## config.mk

```make
export PLATFORM = sky130hd
export DESIGN_NAME = trap_entry_ctrl
export DESIGN_NICKNAME = d
export VERILOG_FILES = /design/src/rtl/trap_pkg.sv /design/src/rtl/trap_route.sv /design/src/rtl/trap_vector.sv /design/src/rtl/trap_entry_ctrl.sv
export SDC_FILE = /design/constraint.sdc
export NUM_CORES = 1
export LEC_CHECK = 0
export ABC_AREA = 1
export BUFFER_PORTS_ARGS = -buffer_cell sky130_fd_sc_hd__buf_4
export CAP_MARGIN = 10
export CORE_AREA = 5 5 168 170
export DETAILED_ROUTE_END_ITERATION = 10
export DIE_AREA = 0 0 173 175
export PLACE_DENSITY = 0.64
export SLEW_MARGIN = 20
export SYNTH_ARGS = -nofsm -noshare
export SYNTH_HDL_FRONTEND = slang
export SYNTH_SLANG_ARGS = --single-unit
```

## constraint.sdc

```tcl
create_clock -name clk -period 0.9 [get_ports clk]
set_input_delay 0.225 -clock clk [delete_from_list [all_inputs] [get_ports clk]]
set_output_delay 0.225 -clock clk [all_outputs]
set_load 0.005 [all_outputs]
```

## src/rtl/trap_pkg.sv

```systemverilog
package trap_pkg;

    localparam logic [1:0] PRIV_U = 2'd0;
    localparam logic [1:0] PRIV_S = 2'd1;
    localparam logic [1:0] PRIV_M = 2'd3;

    localparam int ECALL_FROM_U = 8;
    localparam int ECALL_FROM_S = 9;
    localparam int ECALL_FROM_M = 11;

    localparam logic [1:0] VEC_MODE_TABLE = 2'd1;

    // Exception causes that report the faulting address
    function automatic logic cause_has_addr(input int code);
        case (code)
            0, 1, 4, 5, 6, 7, 12, 13, 15: cause_has_addr = 1'b1;
            default:                      cause_has_addr = 1'b0;
        endcase
    endfunction

endpackage

```

## src/rtl/trap_route.sv

```systemverilog
module trap_route
    import trap_pkg::*;
#(
    parameter int XLEN    = 32,
    parameter int CAUSE_W = 6
) (
    input  logic               is_async,
    input  logic [CAUSE_W-1:0] raw_cause,
    input  logic [1:0]         cur_priv,
    input  logic [XLEN-1:0]    exc_deleg,
    input  logic [XLEN-1:0]    int_deleg,
    output logic [CAUSE_W-1:0] eff_cause,
    output logic               to_super
);

    localparam logic [CAUSE_W-1:0] CODE_U = CAUSE_W'(ECALL_FROM_U);
    localparam logic [CAUSE_W-1:0] CODE_S = CAUSE_W'(ECALL_FROM_S);
    localparam logic [CAUSE_W-1:0] CODE_M = CAUSE_W'(ECALL_FROM_M);

    logic [XLEN-1:0] mask_sel;
    logic            deleg_bit;

    always_comb begin
        eff_cause = raw_cause;
        if (!is_async && raw_cause == CODE_U) begin
            case (cur_priv)
                PRIV_S:  eff_cause = CODE_S;
                PRIV_M:  eff_cause = CODE_M;
                default: eff_cause = CODE_U;
            endcase
        end
    end

    assign mask_sel = is_async ? int_deleg : exc_deleg;

    // Bit lookup by comparison; causes with no mask bit stay undelegated
    always_comb begin
        deleg_bit = 1'b0;
        for (int i = 0; i < XLEN; i++) begin
            if (32'(eff_cause) == i) deleg_bit = mask_sel[i];
        end
    end

    assign to_super = (cur_priv != PRIV_M) && deleg_bit;

endmodule

```

## src/rtl/trap_vector.sv

```systemverilog
module trap_vector
    import trap_pkg::*;
#(
    parameter int XLEN    = 32,
    parameter int CAUSE_W = 6
) (
    input  logic [XLEN-1:0]    tvec,
    input  logic               is_async,
    input  logic [CAUSE_W-1:0] cause,
    output logic [XLEN-1:0]    handler_pc
);

    localparam int PAD_W = XLEN - CAUSE_W - 2;

    logic [XLEN-1:0] base;
    logic [XLEN-1:0] offset;

    assign base   = {tvec[XLEN-1:2], 2'b00};
    assign offset = (is_async && tvec[1:0] == VEC_MODE_TABLE)
                  ? {{PAD_W{1'b0}}, cause, 2'b00} : '0;
    assign handler_pc = base + offset;

endmodule

```

## src/rtl/trap_entry_ctrl.sv

```systemverilog
module trap_entry_ctrl
    import trap_pkg::*;
#(
    parameter int XLEN    = 32,
    parameter int CAUSE_W = 6
) (
    input  logic               clk,
    input  logic               rst_n,
    input  logic               trap_valid,
    input  logic               trap_async,
    input  logic [CAUSE_W-1:0] trap_cause,
    input  logic [XLEN-1:0]    trap_addr,
    input  logic [XLEN-1:0]    trap_pc,
    input  logic [1:0]         cur_priv,
    input  logic               cur_mie,
    input  logic               cur_sie,
    input  logic [XLEN-1:0]    exc_deleg,
    input  logic [XLEN-1:0]    int_deleg,
    input  logic [XLEN-1:0]    m_tvec,
    input  logic [XLEN-1:0]    s_tvec,
    output logic [1:0]         priv,
    output logic               mie,
    output logic               mpie,
    output logic [1:0]         mpp,
    output logic               sie,
    output logic               spie,
    output logic               spp,
    output logic [XLEN-1:0]    mcause,
    output logic [XLEN-1:0]    mepc,
    output logic [XLEN-1:0]    mtval,
    output logic [XLEN-1:0]    scause,
    output logic [XLEN-1:0]    sepc,
    output logic [XLEN-1:0]    stval,
    output logic [XLEN-1:0]    next_pc,
    output logic               trap_done,
    output logic               resv_clear
);

    localparam int CPAD_W  = XLEN - 1 - CAUSE_W;
    localparam int N_LEVEL = 2;   // index 0 machine, 1 supervisor

    typedef struct packed {
        logic [1:0]      priv;
        logic            mie;
        logic            mpie;
        logic [1:0]      mpp;
        logic            sie;
        logic            spie;
        logic            spp;
        logic [XLEN-1:0] mcause;
        logic [XLEN-1:0] mepc;
        logic [XLEN-1:0] mtval;
        logic [XLEN-1:0] scause;
        logic [XLEN-1:0] sepc;
        logic [XLEN-1:0] stval;
        logic [XLEN-1:0] next_pc;
        logic            done;
        logic            resv_clr;
    } trap_state_t;

    trap_state_t st_d, st_q;

    logic [CAUSE_W-1:0] eff_cause;
    logic               to_super;
    logic [XLEN-1:0]    cause_word;
    logic [XLEN-1:0]    tval_word;
    logic [1:0]         dest_priv;
    logic [XLEN-1:0]    tvec_sel   [N_LEVEL];
    logic [XLEN-1:0]    handler_pc [N_LEVEL];

    trap_route #(
        .XLEN    (XLEN),
        .CAUSE_W (CAUSE_W)
    ) u_route (
        .is_async  (trap_async),
        .raw_cause (trap_cause),
        .cur_priv  (cur_priv),
        .exc_deleg (exc_deleg),
        .int_deleg (int_deleg),
        .eff_cause (eff_cause),
        .to_super  (to_super)
    );

    assign tvec_sel[0] = m_tvec;
    assign tvec_sel[1] = s_tvec;

    // One handler-address unit per level, in parallel with the routing
    for (genvar g = 0; g < N_LEVEL; g++) begin : g_vec
        trap_vector #(
            .XLEN    (XLEN),
            .CAUSE_W (CAUSE_W)
        ) u_vec (
            .tvec       (tvec_sel[g]),
            .is_async   (trap_async),
            .cause      (eff_cause),
            .handler_pc (handler_pc[g])
        );
    end

    assign cause_word = {trap_async, {CPAD_W{1'b0}}, eff_cause};
    assign tval_word  = (!trap_async && cause_has_addr(32'(eff_cause)))
                      ? trap_addr : '0;
    assign dest_priv  = to_super ? PRIV_S : PRIV_M;

    always_comb begin
        st_d          = st_q;
        st_d.done     = 1'b0;
        st_d.resv_clr = 1'b0;
        if (trap_valid) begin
            st_d.done     = 1'b1;
            st_d.priv     = dest_priv;
            st_d.resv_clr = (dest_priv != cur_priv);
            if (to_super) begin
                st_d.spie    = cur_sie;
                st_d.spp     = cur_priv[0];
                st_d.sie     = 1'b0;
                st_d.scause  = cause_word;
                st_d.sepc    = trap_pc;
                st_d.stval   = tval_word;
                st_d.next_pc = handler_pc[1];
            end else begin
                st_d.mpie    = cur_mie;
                st_d.mpp     = cur_priv;
                st_d.mie     = 1'b0;
                st_d.mcause  = cause_word;
                st_d.mepc    = trap_pc;
                st_d.mtval   = tval_word;
                st_d.next_pc = handler_pc[0];
            end
        end
    end

    always_ff @(posedge clk or negedge rst_n) begin
        if (!rst_n) begin
            st_q      <= '0;
            st_q.priv <= PRIV_M;
        end else begin
            st_q <= st_d;
        end
    end

    assign priv       = st_q.priv;
    assign mie        = st_q.mie;
    assign mpie       = st_q.mpie;
    assign mpp        = st_q.mpp;
    assign sie        = st_q.sie;
    assign spie       = st_q.spie;
    assign spp        = st_q.spp;
    assign mcause     = st_q.mcause;
    assign mepc       = st_q.mepc;
    assign mtval      = st_q.mtval;
    assign scause     = st_q.scause;
    assign sepc       = st_q.sepc;
    assign stval      = st_q.stval;
    assign next_pc    = st_q.next_pc;
    assign trap_done  = st_q.done;
    assign resv_clear = st_q.resv_clr;

    AST_DONE_FOLLOWS: assert property (@(posedge clk) disable iff (!rst_n)
        trap_valid |=> trap_done);
    AST_IDLE_HOLDS: assert property (@(posedge clk) disable iff (!rst_n)
        !trap_valid |=> !trap_done && $stable(mepc) && $stable(sepc) && $stable(priv));
    AST_M_STAYS_M: assert property (@(posedge clk) disable iff (!rst_n)
        trap_valid && cur_priv == PRIV_M |=> priv == PRIV_M);
    AST_HIGH_CAUSE_M: assert property (@(posedge clk) disable iff (!rst_n)
        trap_valid && 32'(trap_cause) >= XLEN |=> priv == PRIV_M);
    AST_IE_CLEARED: assert property (@(posedge clk) disable iff (!rst_n)
        trap_done |-> (priv == PRIV_M) ? !mie : !sie);
    AST_CAUSE_MSB: assert property (@(posedge clk) disable iff (!rst_n)
        trap_done && priv == PRIV_M |-> mcause[XLEN-1] == $past(trap_async));
    AST_EPC_TAKEN: assert property (@(posedge clk) disable iff (!rst_n)
        trap_done && priv == PRIV_S |-> sepc == $past(trap_pc));
    AST_RESV_WITH_DONE: assert property (@(posedge clk) disable iff (!rst_n)
        resv_clear |-> trap_done && priv != $past(cur_priv));

endmodule

```

# ---- Word-level counts from Yosys, hierarchy flattened
# Memory sizes are Yosys's and may differ from the RTL's.
# Cells that the tools add are included.
dict set report totals {
  in_bits 206
  wordCells 108
  mem_bits_rw 0
  rom_bits 16
  output_inout_bits 235
  register_bits 183
  latchBits 0
  mem_count 1
}
# name words word_bits rd rd_ports_with_merged_regs wr line_no
set memory_table {}
lappend memory_table {{(name not given)} 16 1 1 0 0 trap_pkg.sv:15} ;# case (code)
dict set report classes {
  shift 0
  n_eq_ne 38
  bitwise_logic 1
  add_sub_neg 2
  order_cmp 0
  n_reduce_logical 10
  n_div 0
  muxes 42
  mul 0
}
# cell n
set op_table {}
lappend op_table {{$eq A6 B5 Y1 const B} 16}
lappend op_table {{$mux W32} 3}
lappend op_table {{$add A32 B32 Y32} 2}
lappend op_table {{$eq A6 B4 Y1 const B} 9}
lappend op_table {{$mux W1} 33}
lappend op_table {{$eq A6 B3 Y1 const B} 4}
lappend op_table {{$mux W8} 2}
lappend op_table {{$eq A6 B2 Y1 const B} 2}
lappend op_table {{$eq A2 B1 Y1 const B} 3}
lappend op_table {{$eq A6 B1 Y1 const B} 1}
lappend op_table {{$logic_not A6 Y1} 1}
lappend op_table {{$mux W6} 1}
lappend op_table {{$logic_and A1 B1 Y1} 5}
lappend op_table {{$mux W2} 2}
lappend op_table {{$pmux W2 S2} 1}
lappend op_table {{$reduce_and A2 Y1} 2}
lappend op_table {{$eq A2 B2 Y1 const B} 1}
lappend op_table {{$logic_not A2 Y1} 1}
lappend op_table {{$ne A2 B2 Y1} 1}
lappend op_table {{$ne A2 B2 Y1 const B} 1}
lappend op_table {{$logic_not A1 Y1} 1}
lappend op_table {{$not A1 Y1} 1}

# ---- Longest topological paths before layout
dict set report depth {
  ltp_word 40
  depth_mapped 43
  ltp_nobuf 42
}

# ---- Cells and area by module
# From an unflattened synthesis, not the netlist that was laid out.
dict set report unflattened {
  cells_unflattened 1490
  hier_area_um2 11008.1
}
# module area_per_inst_um2 cells_per_inst seq_area_each_um2 n_inst
set modules_own_cells {}
lappend modules_own_cells {trap_entry_ctrl 7579.8 835 4555.6 1}
lappend modules_own_cells {trap_vector 1224.9 244 0.0 2}
lappend modules_own_cells {trap_route 978.4 167 0.0 1}

# ---- Least setup slack after synthesis
# OpenSTA, ideal clock, no wires.
dict set report synth_timing {
  path_kind {input to register}
  start {input port trap_async}
  end {register st_q (netlist bit next_pc[30])}
  required_time_ns 0.834
  path_slack_ns -4.079
  path_stages 40
  t_arrival_ns 4.914
  n_path_buf 4
  setup_time_ns 0.066
  path_cell_list {buf_2 clkbuf_1 buf_1 clkbuf_1 nand2_1 nor2_1 inv_1 nor2_1 ha_1 inv_1 fa_1 nor2_1 inv_1 o21ai_1 nand3_1 nand2_1 inv_1 nor2_1 [4 not listed] inv_1 nor2_1 inv_1 nor2_1 nand3_1 nor2_1 nand2_1 nor2_1 nand4_1 nor2_2 nand3_1 nor2_1 inv_1 o21ai_0 nand3_1 nand2_1 o21ai_0 nand2_1}
}
dict set report synth_via {
  elab_chain_cells 38
  word_cells_on_any_way 76
  cone_classes {add/sub (2); eq/ne (31); mux (37); reduce/logical (6)}
}
# item line_no
set synth_rtl {}
lappend synth_rtl {{from (decl)} trap_entry_ctrl.sv:10} ;# input logic trap_async,
lappend synth_rtl {{$logic_not A1 Y1} trap_route.sv:25} ;# if (!is_async && raw_cause == CODE_U) begin
lappend synth_rtl {{$logic_and A1 B1 Y1} trap_route.sv:25}
lappend synth_rtl {{$mux W6} trap_route.sv:25}
lappend synth_rtl {{$logic_not A6 Y1} trap_route.sv:40} ;# if (32'(eff_cause) == i) deleg_bit = mask_sel[i];
lappend synth_rtl {{$mux W1 (32 in series)} trap_route.sv:40}
lappend synth_rtl {{$logic_and A1 B1 Y1} trap_route.sv:44} ;# assign to_super = (cur_priv != PRIV_M) && deleg_bit;
lappend synth_rtl {{$mux W32 (*)} trap_entry_ctrl.sv:113} ;# if (to_super) begin
lappend synth_rtl {{to (signal assigned)} trap_entry_ctrl.sv:138} ;# st_q <= st_d;
lappend synth_rtl {{to (decl)} trap_entry_ctrl.sv:61} ;# trap_state_t st_d, st_q;
# Every way passes the cells marked *; elsewhere a longest branch is shown, timed or not.
# A chain may end at the register's enable or synchronous reset.

# ---- Worst setup path after layout
dict set report layout_timing {
  start {input port trap_async}
  end {register st_q (netlist bit next_pc[10])}
}
# The elaborated chain is that of the path after synthesis.

==> results.cfg <==
[run_status]
status = finished, violations left
violations = setup timing

[logic_synthesis]
ys_async_sr_fraction_pct = 100
synth_edf_count = 0
synthSimpleGateAreaFrac_pct = 29.8
synth_top_family_by_area = simple AND/OR/NAND/NOR gates
yosys_warnings = 0
synth.avg_cell_area_um2 = 7.67
synthesis.area_um2 = 9940
synth_ff_type = dfrtp_1
synth_adder_area_share_pct = 1.91
muxShareOfSynthArea_pct = 0.101
synth_xor_area_share_pct = 2.91
synth_seq_cells = 180
synth_compound_area_share_pct = 9.19
synth_cells = 1296
synth_cell_types = 49
ys_seq_area_share_pct = 45.3

[clocking]
htree_levels = 4
cts_buffers = 17
cts-root-buf = clkbuf_16
cts_tree = yes
clock_path_buffers = 2
path_clk_slew_ns = 0.08
clkSinkCount = 180
clk_latency_ns = 0.42

[setup_path]
r2r_end = priv[1]
path_common_cell = buf_4
crit_path_max_incr_delay_ns = 0.27
critPathRequiredTime_ns = 1.22
path_class = input pin to flip-flop
reg2reg_depth = 2
slowest_stage = ha_1
cp.arrival_ns = 4.14
crit_fanout = 6
rrSetupSlack_ns = 0.18
cp-end-kind = flip-flop
rr_startpoint = priv[1]
cp-start-kind = input pin

[timing]
grt_setup_unrepaired = true
setup_tns_ns = -460.89
fmax_mhz = 262
hold_viol = 0
fin_skew_ns = 0
period_needed_ns = 3.82
final_max_slew_viol_count = 0
setup_ws_ns = -2.92
fin_hold_ws_ns = 0.0177
setup_viol = 359
min_period_over_period_pct = 424
worst_slew_pin_slew_ns = 0.655
slew_headroom_pct = 56.1

[route]
dr.first_iter.drc_count = 565
first_pass_iters = 5
wl_um = 37800
via_per_inst = 4.80
vias = 11000
ant_nets = 0
drcViolationCount = 0
routedWlPerCell_um = 16.6

[grt]
track_usage_pct = 24.6
grt_pass1_vias = 11100
grt_overflow = 0
met3_usage_pct = 5.39
grt_max_degree = 35
met1_usage_pct = 29.7
antenna_found_initial = 4
grt_pass1_wl_um = 59800
grtUsageMet2_pct = 42.5
grt_busiest_layer = met2

[floorplanning]
start_util_pct = 37.4
die_w_um = 173
rows = 60
ios = 441
core_area_um2 = 26600
die_y_um = 175
die_area_um2 = 30300

[final_layout]
drive_gt1_share_pct = 41.8
area_growth_pct = 66.5
fin_cells = 2282
num-nets-final = 2145

[pwr]
p_leak_nw = 8.81
p_per_area_nw_per_um2 = 1560
vdd_ir_drop_max_mv = 1.29

[placed_design]
dp_cells = 2149
preCtsSetupSlack_ns = -3.34
finalWeightedCongestion = 0.890
post-dp-hpwl_um = 27900
io_buffers = 385

[hold_path]
worstHoldStart = trap_pc[27]
hold_path.class = input pin to flip-flop
worstHoldPathCells = 3
holdPathEnd = sepc[27]

[flow_run]
drv_cap = 0
[worst max-delay path by stage]
| stage | slack, ns | end | from | depth (start not counted) |
|---|---|---|---|---|
| 6_report | -2.92 | next_pc[10] | trap_async | 33 |
| 5_1_grt | -3.34 | next_pc[30] | trap_cause[5] | 40 |
| 4_1_cts | -2.79 | next_pc[30] | trap_cause[5] | 40 |
| 3_5_place_dp | -3.34 | next_pc[30] | trap_cause[5] | 40 |
| 3_3_place_gp | -3.26 | next_pc[30] | trap_cause[5] | 40 |
| 2_1_floorplan | -3.29 | next_pc[30] | trap_async | 40 |
[state kept, by name (all words and copies together) (netlist names)]
signal and count:
next_pc 30, scause 7, mcause 7, priv 1, mtval 32, spie 1, mpie 1, sepc 32
resv_clear 1, trap_done 1, spp 1, mepc 32, stval 32, mpp 2
[cell type report]
| class | count | area [um2] |
|---|---|---|
| fillers | 2332 | 10000 |
| repair buffers | 671 | 5760 |
| flip-flops and latches | 180 | 4510 |
| well taps | 341 | 427 |
| clock buffers | 17 | 425 |
| inverters | 83 | 352 |
| multi-input cells | 972 | 4930 |
| diodes | 4 | 10.0 |
| clock inverters | 14 | 140 |
[power breakdown]
group	internal, mW	switching (mW)	total, mW
sequential	9.45	0.854	10.3
combinational	4.43	3.80	8.23
clock	3.66	3.54	7.21
[critical path: cells and delay by family]
| family | cells | cell delay [ns] |
|---|---|---|
| xor+xnor | 1 | 0.13 |
| simple gates | 8 | 0.66 |
| compound gates | 4 | 0.52 |
| buf+inv | 19 | 2.33 |
| fa+ha+maj | 1 | 0.27 |
[per-stage QoR]
| stage | power (mW) | utilization [%] | cell area [um2] |
|---|---|---|---|
| floorplan | 13.3 | - | 10500 |
| global placement | 17.7 | 54.7 | 14500 |
| detailed placement | 17.9 | 54.7 | 14500 |
| CTS | 25.8 | 61.6 | 16400 |
| global route | 27.2 | 62.3 | 16500 |
| finish | 25.7 | 62.3 | 16500 |
[layer usage]
metal,vias to the layer above,routed length [um]
li1,5327,-
met1,5121,15000
met2,442,19100
met3,71,2490
met4,0,1230
met5,-,0
[synthesized netlist by cell type (4+ instances only)]
library cell | number | area [um2]
nor3_1 | 11 | 55.1
nor2_1 | 122 | 458
nand2_2 | 14 | 87.6
clkbuf_1 | 21 | 78.8
nand4_1 | 19 | 119
o21ai_2 | 13 | 114
buf_6 | 7 | 78.8
o21ai_0 | 66 | 330
nor2_4 | 4 | 45.0
xnor2_1 | 8 | 70.1
a31oi_1 | 4 | 25.0
inv_2 | 5 | 18.8
o21ai_1 | 47 | 235
buf_1 | 4 | 15.0
o2111ai_1 | 5 | 43.8
buf_4 | 59 | 443
xor2_1 | 25 | 219
nor4_1 | 7 | 43.8
ha_1 | 12 | 150
a41oi_1 | 4 | 35.0
inv_1 | 76 | 285
nand3_1 | 77 | 385
buf_2 | 20 | 100
dfrtp_1 | 179 | 4480
a21oi_1 | 15 | 75.1
nand2_1 | 442 | 1660
[placed cells by master (no fill, tap or decap), types with 25 or more instances in the layout]
cell     Yosys  routed
buf_4       59     593
nand2_1    442     425
dfrtp_1    179     179
nor2_1     122     103
o21ai_1     47      80
inv_1       76      69
nand3_1     77      67
conb_1       2      55
nand2_2     14      25
xor2_1      25      25
[cells by family after synthesis]
kind of cell / after synthesis
AOI/OAI and AO/OA: 161
xor gates and xnor gates: 33
adders and majority gates: 14
buffers and inverters: 197
DFF: 180
muxes: 1
other: 2
and+or+nand+nor: 708
[what timing repair did]
| item | in CTS | in global routing |
|---|---|---|
| pin swaps | 28 | 42 |
| gates resized for setup | 70 | 46 |
| hold buffers | 20 | 0 |
| buffers inserted | 66 | 7 |
| cloned | 11 | 0 |
| hold endpoints to repair | 58 | 0 |
| endpoints found under the setup margin | 359 | 359 |
(Power assumes the default switching activity.)
